## src/rtl/cs_ptr_pkg.sv

```systemverilog
package cs_ptr_pkg;
  localparam logic [2:0] RES_OK      = 3'd0;
  localparam logic [2:0] RES_UD      = 3'd1;
  localparam logic [2:0] RES_EXIT    = 3'd2;
  localparam logic [2:0] RES_GP      = 3'd3;
  localparam logic [2:0] RES_BADADDR = 3'd4;
  localparam logic [2:0] RES_ENPTR   = 3'd5;
  localparam logic [2:0] RES_REV     = 3'd6;

  typedef enum logic {ST_IDLE, ST_WAIT} ctlState_e;

  typedef struct packed {
    logic capture;  // latch the candidate address, start a read
    logic finPre;   // finish with the pre-read code
    logic finRev;   // finish with the revision verdict
  } ctlStrobes_t;
endpackage

```

## src/rtl/cs_ptr_datapath.sv

```systemverilog
module cs_ptr_datapath
  import cs_ptr_pkg::*;
#(
  parameter int ADDR_W    = 64,
  parameter int REV_W     = 32,
  parameter int PAGE_BITS = 12,
  parameter int LOW_LIMIT = 32,
  localparam int PAW_W    = $clog2(ADDR_W) + 1
) (
  input  logic              clk,
  input  logic              rstN,
  input  ctlStrobes_t       str,
  input  logic              opIsReg,
  input  logic              virtOn,
  input  logic              protEn,
  input  logic              v86Flag,
  input  logic              longActive,
  input  logic              csLong,
  input  logic              nonRoot,
  input  logic [1:0]        cpl,
  input  logic [ADDR_W-1:0] candAddr,
  input  logic [ADDR_W-1:0] enablePtr,
  input  logic [PAW_W-1:0]  cfgPaWidth,
  input  logic              cfgAddr32,
  input  logic [REV_W-2:0]  cfgRevId,
  input  logic              cfgShadowOk,
  input  logic [REV_W-1:0]  memRspData,
  output logic              preFail,
  output logic [ADDR_W-1:0] memAddr,
  output logic              done,
  output logic [2:0]        result,
  output logic              ptrValid,
  output logic [ADDR_W-1:0] ptrAddr
);
  logic [ADDR_W-1:0] overMask;
  logic [2:0]        preCode;
  logic              udCond, misAligned, highBits, badAddr, revFail;
  logic [ADDR_W-1:0] latchedAddr;

  for (genvar g = 0; g < ADDR_W; g++) begin : g_width
    assign overMask[g] = candAddr[g] & (cfgPaWidth <= PAW_W'(g));
  end

  assign udCond     = opIsReg | ~virtOn | ~protEn | v86Flag | (longActive & ~csLong);
  assign misAligned = |candAddr[PAGE_BITS-1:0];
  assign highBits   = cfgAddr32 & (|candAddr[ADDR_W-1:LOW_LIMIT]);
  assign badAddr    = misAligned | (|overMask) | highBits;

  always_comb begin
    if (udCond)                     preCode = RES_UD;
    else if (nonRoot)               preCode = RES_EXIT;
    else if (cpl != 2'd0)           preCode = RES_GP;
    else if (badAddr)               preCode = RES_BADADDR;
    else if (candAddr == enablePtr) preCode = RES_ENPTR;
    else                            preCode = RES_OK;
  end
  assign preFail = (preCode != RES_OK);

  assign revFail = (memRspData[REV_W-2:0] != cfgRevId) |
                   (memRspData[REV_W-1] & ~cfgShadowOk);

  always_ff @(posedge clk) begin
    if (!rstN) begin
      done        <= 1'b0;
      result      <= RES_OK;
      ptrValid    <= 1'b0;
      ptrAddr     <= '0;
      latchedAddr <= '0;
    end else begin
      done <= str.finPre | str.finRev;
      if (str.capture) latchedAddr <= candAddr;
      if (str.finPre)  result <= preCode;
      if (str.finRev) begin
        result <= revFail ? RES_REV : RES_OK;
        if (!revFail) begin
          ptrAddr  <= latchedAddr;
          ptrValid <= 1'b1;
        end
      end
    end
  end
  assign memAddr = latchedAddr;

  p_fail_keeps_ptr_r10: assert property (@(posedge clk) disable iff (!rstN)
    (done && result != RES_OK) |-> ($stable(ptrAddr) && $stable(ptrValid)));
  p_ok_sets_valid_r9: assert property (@(posedge clk) disable iff (!rstN)
    (done && result == RES_OK) |-> (ptrValid && ptrAddr == memAddr));
  p_code_range_r11: assert property (@(posedge clk) disable iff (!rstN)
    done |-> (result <= RES_REV));
endmodule

```

## src/rtl/cs_ptr_control.sv

```systemverilog
module cs_ptr_control
  import cs_ptr_pkg::*;
(
  input  logic        clk,
  input  logic        rstN,
  input  logic        reqValid,
  input  logic        preFail,
  input  logic        memRspValid,
  output ctlStrobes_t str,
  output logic        memReq,
  output logic        busy
);
  ctlState_e state, stateNext;

  always_comb begin
    str       = '0;
    stateNext = state;
    unique case (state)
      ST_IDLE: if (reqValid) begin
        if (preFail) str.finPre = 1'b1;
        else begin
          str.capture = 1'b1;
          stateNext   = ST_WAIT;
        end
      end
      ST_WAIT: if (memRspValid) begin
        str.finRev = 1'b1;
        stateNext  = ST_IDLE;
      end
      default: stateNext = ST_IDLE;
    endcase
  end

  always_ff @(posedge clk) begin
    if (!rstN) state <= ST_IDLE;
    else       state <= stateNext;
  end

  assign memReq = (state == ST_WAIT);
  assign busy   = memReq;

  p_req_held_r7: assert property (@(posedge clk) disable iff (!rstN)
    (memReq && !memRspValid) |=> memReq);
  p_read_after_checks_r7: assert property (@(posedge clk) disable iff (!rstN)
    $rose(memReq) |-> $past(reqValid && !preFail));
  p_single_outcome_r11: assert property (@(posedge clk) disable iff (!rstN)
    !(str.finPre && str.finRev));
endmodule

```

## src/rtl/cs_ptr_loader.sv

```systemverilog
module cs_ptr_loader
  import cs_ptr_pkg::*;
#(
  parameter int ADDR_W = 64,
  parameter int REV_W  = 32,
  localparam int PAW_W = $clog2(ADDR_W) + 1
) (
  input  logic              clk,
  input  logic              rstN,
  input  logic              reqValid,
  input  logic              opIsReg,
  input  logic              virtOn,
  input  logic              protEn,
  input  logic              v86Flag,
  input  logic              longActive,
  input  logic              csLong,
  input  logic              nonRoot,
  input  logic [1:0]        cpl,
  input  logic [ADDR_W-1:0] candAddr,
  input  logic [ADDR_W-1:0] enablePtr,
  input  logic [PAW_W-1:0]  cfgPaWidth,
  input  logic              cfgAddr32,
  input  logic [REV_W-2:0]  cfgRevId,
  input  logic              cfgShadowOk,
  output logic              memReq,
  output logic [ADDR_W-1:0] memAddr,
  input  logic              memRspValid,
  input  logic [REV_W-1:0]  memRspData,
  output logic              busy,
  output logic              done,
  output logic [2:0]        result,
  output logic              ptrValid,
  output logic [ADDR_W-1:0] ptrAddr
);
  ctlStrobes_t str;
  logic        preFail;

  cs_ptr_control u_ctl (
    .clk(clk), .rstN(rstN), .reqValid(reqValid), .preFail(preFail),
    .memRspValid(memRspValid), .str(str), .memReq(memReq), .busy(busy)
  );

  cs_ptr_datapath #(.ADDR_W(ADDR_W), .REV_W(REV_W)) u_dp (
    .clk(clk), .rstN(rstN), .str(str),
    .opIsReg(opIsReg), .virtOn(virtOn), .protEn(protEn), .v86Flag(v86Flag),
    .longActive(longActive), .csLong(csLong), .nonRoot(nonRoot), .cpl(cpl),
    .candAddr(candAddr), .enablePtr(enablePtr), .cfgPaWidth(cfgPaWidth),
    .cfgAddr32(cfgAddr32), .cfgRevId(cfgRevId), .cfgShadowOk(cfgShadowOk),
    .memRspData(memRspData), .preFail(preFail), .memAddr(memAddr),
    .done(done), .result(result), .ptrValid(ptrValid), .ptrAddr(ptrAddr)
  );
endmodule

```

## config.mk

```make
export PLATFORM = sky130hd
export DESIGN_NAME = cs_ptr_loader
export DESIGN_NICKNAME = d
export VERILOG_FILES = /design/src/rtl/cs_ptr_pkg.sv /design/src/rtl/cs_ptr_datapath.sv /design/src/rtl/cs_ptr_control.sv /design/src/rtl/cs_ptr_loader.sv
export SDC_FILE = /design/constraint.sdc
export NUM_CORES = 1
export LEC_CHECK = 0
export BUFFER_PORTS_ARGS = -buffer_cell sky130_fd_sc_hd__buf_4
export CAP_MARGIN = 20
export CORE_MARGIN = 2
export CORE_UTILIZATION = 25
export DETAILED_ROUTE_END_ITERATION = 10
export PLACE_DENSITY = 0.48
export SYNTH_ARGS = -nofsm -noshare
export SYNTH_HDL_FRONTEND = slang
export SYNTH_HIERARCHICAL = 1
export SYNTH_SLANG_ARGS = --single-unit
```

## constraint.sdc

```tcl
create_clock -name clk -period 7.15 [get_ports clk]
set_input_delay 1.0725 -clock clk [delete_from_list [all_inputs] [get_ports clk]]
set_output_delay 1.0725 -clock clk [all_outputs]
set_load 0.02 [all_outputs]
```

; ---- Word level (Yosys, flattened, before mapping)
; Cells that the tools add are included.
[totals]
ramBits = 0
elab_cells = 177
n_memories = 0
romBits = 0
reg_bits = 134
output_inout_bits = 135
latchBits = 0
inputBits = 213
[op_classes]
reduce_logical = 7
mux = 17
shift = 0
n_eq_ne = 2
n_mul = 0
magnitude_cmp = 64
addsub = 0
div = 0
n_bitwise = 81
[op_table]
columns = cell, n
row1 = "7-bit by 6-bit <= comparator with 1-bit output, second input constant", 32
row2 = "7-bit by 5-bit <= comparator with 1-bit output, second input constant", 16
row3 = 1-bit bitwise AND, 67
row4 = 64-bit equality test, 1
row5 = 64-bit OR reduction, 1
row6 = "7-bit by 4-bit <= comparator with 1-bit output, second input constant", 8
row7 = 32-bit OR reduction, 1
row8 = 31-bit != test, 1
row9 = "7-bit by 3-bit <= comparator with 1-bit output, second input constant", 4
row10 = 3-bit two-way mux, 8
row11 = "7-bit by 1-bit <= comparator with 1-bit output, second input constant", 2
row12 = "7-bit by 2-bit <= comparator with 1-bit output, second input constant", 2
row13 = 12-bit OR reduction, 1
row14 = 1-bit bitwise OR, 8
row15 = 1-bit two-way mux, 6
row16 = 1-bit NOT, 6
row17 = 2-bit two-way mux, 2
row18 = 2-bit nonzero test, 2
row19 = 3-bit nonzero test, 1
row20 = 1-bit one-hot mux with 2 select lines, 1
row21 = 2-bit AND reduction, 1

; ---- Longest topological paths before layout
[depth]
ltp_word = 15
ltp_mapped = 15
ltp_nobuf = 11

; ---- Modules after synthesis
; The synthesis kept the hierarchy.
[by_module_without_submodules]
columns = mod, area_each_um2, instances, seq_area_each_um2, cells_each
row1 = cs_ptr_datapath, 7148.1, 1, 2662.6, 750
row2 = cs_ptr_control, 73.8, 1, 20.0, 7

; ---- Worst setup path before layout
; Ideal clock, no wire load.
[synth_timing]
path_type = input-to-reg
from = in candAddr[41]
to = reg u_dp.latchedAddr[0], in the netlist u_dp/memAddr[0]
path_stages = 11
arrival_time_ns = 4.253
n_path_buf = 2
path_slack_ns = 2.781
setup_ns = 0.117
t_required_ns = 7.033
cell_sequence = or4_4 a2111oi_4 nand4_1 or4_1 nor3_1 nand3_1 nor3b_2 clkbuf_1 buf_1 mux2i_1 nor2b_1
[synth_rtl]
columns = item, line_no
row1 = "start, declared", cs_ptr_loader.sv:19  ; input logic [ADDR_W-1:0] candAddr,
row2 = "end signal, assigned", cs_ptr_datapath.sv:71  ; if (str.capture) latchedAddr <= candAddr;
row3 = "end, declared", cs_ptr_datapath.sv:38  ; logic [ADDR_W-1:0] latchedAddr;

==> results_dict.tcl <==
set metrics [dict create \
    outcome "complete, no violations" \
    nFillCells 2981 \
    yosysTopAreaCell "dfxtp_1" \
    pwr-share-clk_pct 46.9 \
    synthCells 757 \
    drt-vias-per-instance 4.71 \
    fp-row-count 62 \
    slew_viol_final 0 \
    grt_use_met3_pct 6.63 \
    crit_family "simple AND/OR/NAND/NOR gates" \
    cp.depth 12 \
    hold_depth 2 \
    path_cells "buf_4 > nor4_1 > o2111ai_1 > a2111oi_4 > nand4_1 > or4_1 > nor3_1 > nand3_1 > nor3b_4 > buf_4 > mux2i_1 > nor2b_1" \
    dp_hpwl_mm 24.5 \
    grt_pass1_wl_mm 46.1 \
    hold_violations 0 \
    worstMarginPinSlew_ns 1.04 \
    max_freq_mhz 231 \
    hold_path_startpoint "u_dp/ptrValid$_SDFFE_PN0P_" \
    setup_ws_ns 2.81 \
    crit_required_ns 7.47 \
    critPathMaxStageDelay_ns 0.62 \
    comb_power_share_pct 14.5 \
    pre_cts_ws_ns 2.42 \
    fin_setup_tns_ns 0 \
    synth.top_cell.area_share_pct 37.1 \
    cp_common_cell "buf_4" \
    ant_nets 0 \
    switchingPower_w 0.000518 \
    reg2reg_from "u_ctl/busy$_SDFF_PN0_" \
    final-setup-viol-count 0 \
    initial_utilization_pct 25.3 \
    fin_nets 1295 \
    yosys_warnings 6 \
    rsz0062_at_grt "false" \
    clk_pin_slew_ns 0.07 \
    syn-num-nets 970 \
    gp_congestion 0.945 \
    finalCritPeriodShare_pct 60.6 \
    max-cap-violations 0 \
    endpoint_kind "register" \
    synthTopCellsByArea "dfxtp_1 (37%), mux2i_1 (18%), nor2b_1 (11%)" \
    die-height_um 174 \
    ir_worst_vdd_v 0.000101 \
    grt.total_usage_pct 20.6 \
    htree_levels 4 \
    ioPinCount 348 \
    grt_pass1_vias 6875 \
    cts_setup_buffers 0 \
    diodes 0 \
    wire_per_inst_um 21.6 \
    numCtsBuffers 17 \
    firstDrtPassIters 7 \
    synth_area_mm2 0.00722 \
    synth_edf_count 0 \
    root_buffer "clkbuf_16" \
    crit_path_max_fanout 40 \
    num_vias 6967 \
    yosysMostFrequentCell "dfxtp_1" \
    skew_ns 0.00969 \
    synth-main-ff-cell "dfxtp_1" \
    crit_slowest_cell "buf_4" \
    yosysSeqAreaShare_pct 37.1 \
    drcViolationCount 0 \
    drt_iter0_markers 441 \
    wl_mm 32.0 \
    internal_power_w 0.00142 \
    grt_overflow 0 \
    critPathLaunch "candAddr[3]" \
    hold_buffers 0 \
    top_usage_layer "met2" \
    met1_usage_pct 25.6 \
    min_period_ns 4.34 \
    worstSkewPairLatency_ns 0.42 \
    cp.arrival_ns 4.65 \
    synth_common_cells "dfxtp_1 (134), nor2b_1 (132), mux2i_1 (128)" \
    fp.dieW_um 174 \
    clkSinkCount 134 \
    drive_gt1_share_pct 36.1 \
    synth-seq-cells 134 \
    swShare_pct 26.8 \
    path_class "in2reg" \
    cts_resized 0 \
    p_leak_nw 4.55 \
    antenna_found_initial 1 \
    worst-path-buf-inv 2 \
    maxSlewHeadroom_pct 29.2 \
    hold_path.class "reg2reg" \
    synthToLayoutAreaGrowth_pct 48.9 \
    avgSynthCellArea_um2 9.54 \
    powerDensity_mw_per_mm2 180 \
    synthArstFlopShare_pct 0 \
    grt_max_degree 71 \
    core_area_mm2 0.0285 \
    yosysUniqueCellTypes 64 \
    cts_tree "done" \
    reg2reg_depth 7 \
    use_met2_pct 34.4 \
    cts.path.max_buffers 2 \
    seqPwrFrac_pct 38.6 \
    dieArea_mm2 0.0303 \
    portBuffers 347 \
    start_kind "input pin" \
]
-- flip-flops by register name (all words and copies together) (netlist names) --
register / count
u_dp/memAddr: 64
u_dp/ptrAddr: 64
u_dp/result: 3
u_ctl/busy: 1
u_dp/done: 1
u_dp/ptrValid: 1
-- worst paths after layout --
| kind | to | slack (ns) |
|---|---|---|
| worst max register to register | u_dp/ptrAddr[3]$_SDFFE_PN0P_ | 4.79 |
| worst max-delay path | u_dp/memAddr[52]$_SDFFE_PN0P_ | 2.81 |
| worst min register to register | u_dp/ptrValid$_SDFFE_PN0P_ | 0.46 |
| worst min-delay path | u_dp/ptrValid$_SDFFE_PN0P_ | 0.46 |
-- layout make-up --
class | count | area (um2) | share of cell area (%)
clock buffer | 19 | 443 | 4.12
timing repair buffer | 352 | 2640 | 24.6
inverter | 9 | 33.8 | 0.314
sequential | 134 | 2680 | 24.9
tap | 384 | 480 | 4.47
clock inverter | 13 | 146 | 1.36
multi-input combinational | 568 | 4330 | 40.2
-- power groups by stage --
stage / clock (W) / combinational, W / sequential, W
2_1_floorplan: 0 / 0.000112 / 0.000766
3_3_place_gp: 0 / 0.000282 / 0.000764
3_5_place_dp: 0 / 0.000281 / 0.000764
4_1_cts: 0.000934 / 0.000283 / 0.000747
5_1_grt: 0.000966 / 0.000300 / 0.000747
6_report: 0.000908 / 0.000281 / 0.000748
-- per-layer routing --
metal | up-vias | wire length (um)
li1 | 3331 | -
met1 | 3282 | 13500
met2 | 326 | 15200
met3 | 28 | 2740
met4 | 0 | 549
met5 | - | 0
-- through the flow --
stage / hold slack [ns] / total power (W) / cell area [um2] / utilization (%) / cells
2_1_floorplan: 0.530 / 0.000877 / 7220 / - / 757
3_3_place_gp: 0.447 / 0.00105 / 10200 / 35.6 / 1447
3_5_place_dp: 0.456 / 0.00105 / 10200 / 35.6 / 1447
4_1_cts: 0.466 / 0.00196 / 10800 / 37.7 / 1479
5_1_grt: 0.509 / 0.00201 / 10800 / 37.7 / 1479
6_report: 0.459 / 0.00194 / 10800 / 37.7 / 1479
-- cells by family (layout without fill, tap and decap cells) --
logic type / after synthesis / in the layout / share of synthesized area [%]
and+or+nand+nor: 258 / 258 / 21.7
muxes: 129 / 129 / 17.9
DFF: 134 / 134 / 37.1
AOI/OAI and AO/OA: 86 / 86 / 8.65
xor gates and xnor gates: 95 / 95 / 11.5
buffers and inverters: 55 / 393 / 3.05
-- worst min-delay path, stage by stage (launching register included) --
cell and delay, ns:
dfxtp_1 0.31, inv_1 0.04, a21boi_0 0.06
-- layout by cell type (no fill, tap or decap), drive strengths merged, types with 13 or more instances in the layout --
cell	synthesis	routed
buf	19	352
dfxtp	134	134
nor2b	133	133
mux2i	128	128
xnor2	85	85
nand4	29	29
nor2	20	20
clkbuf	27	19
nor4	18	18
o21ai	17	17
a21oi	15	15
inv	9	13
(Power assumes the default switching activity.)
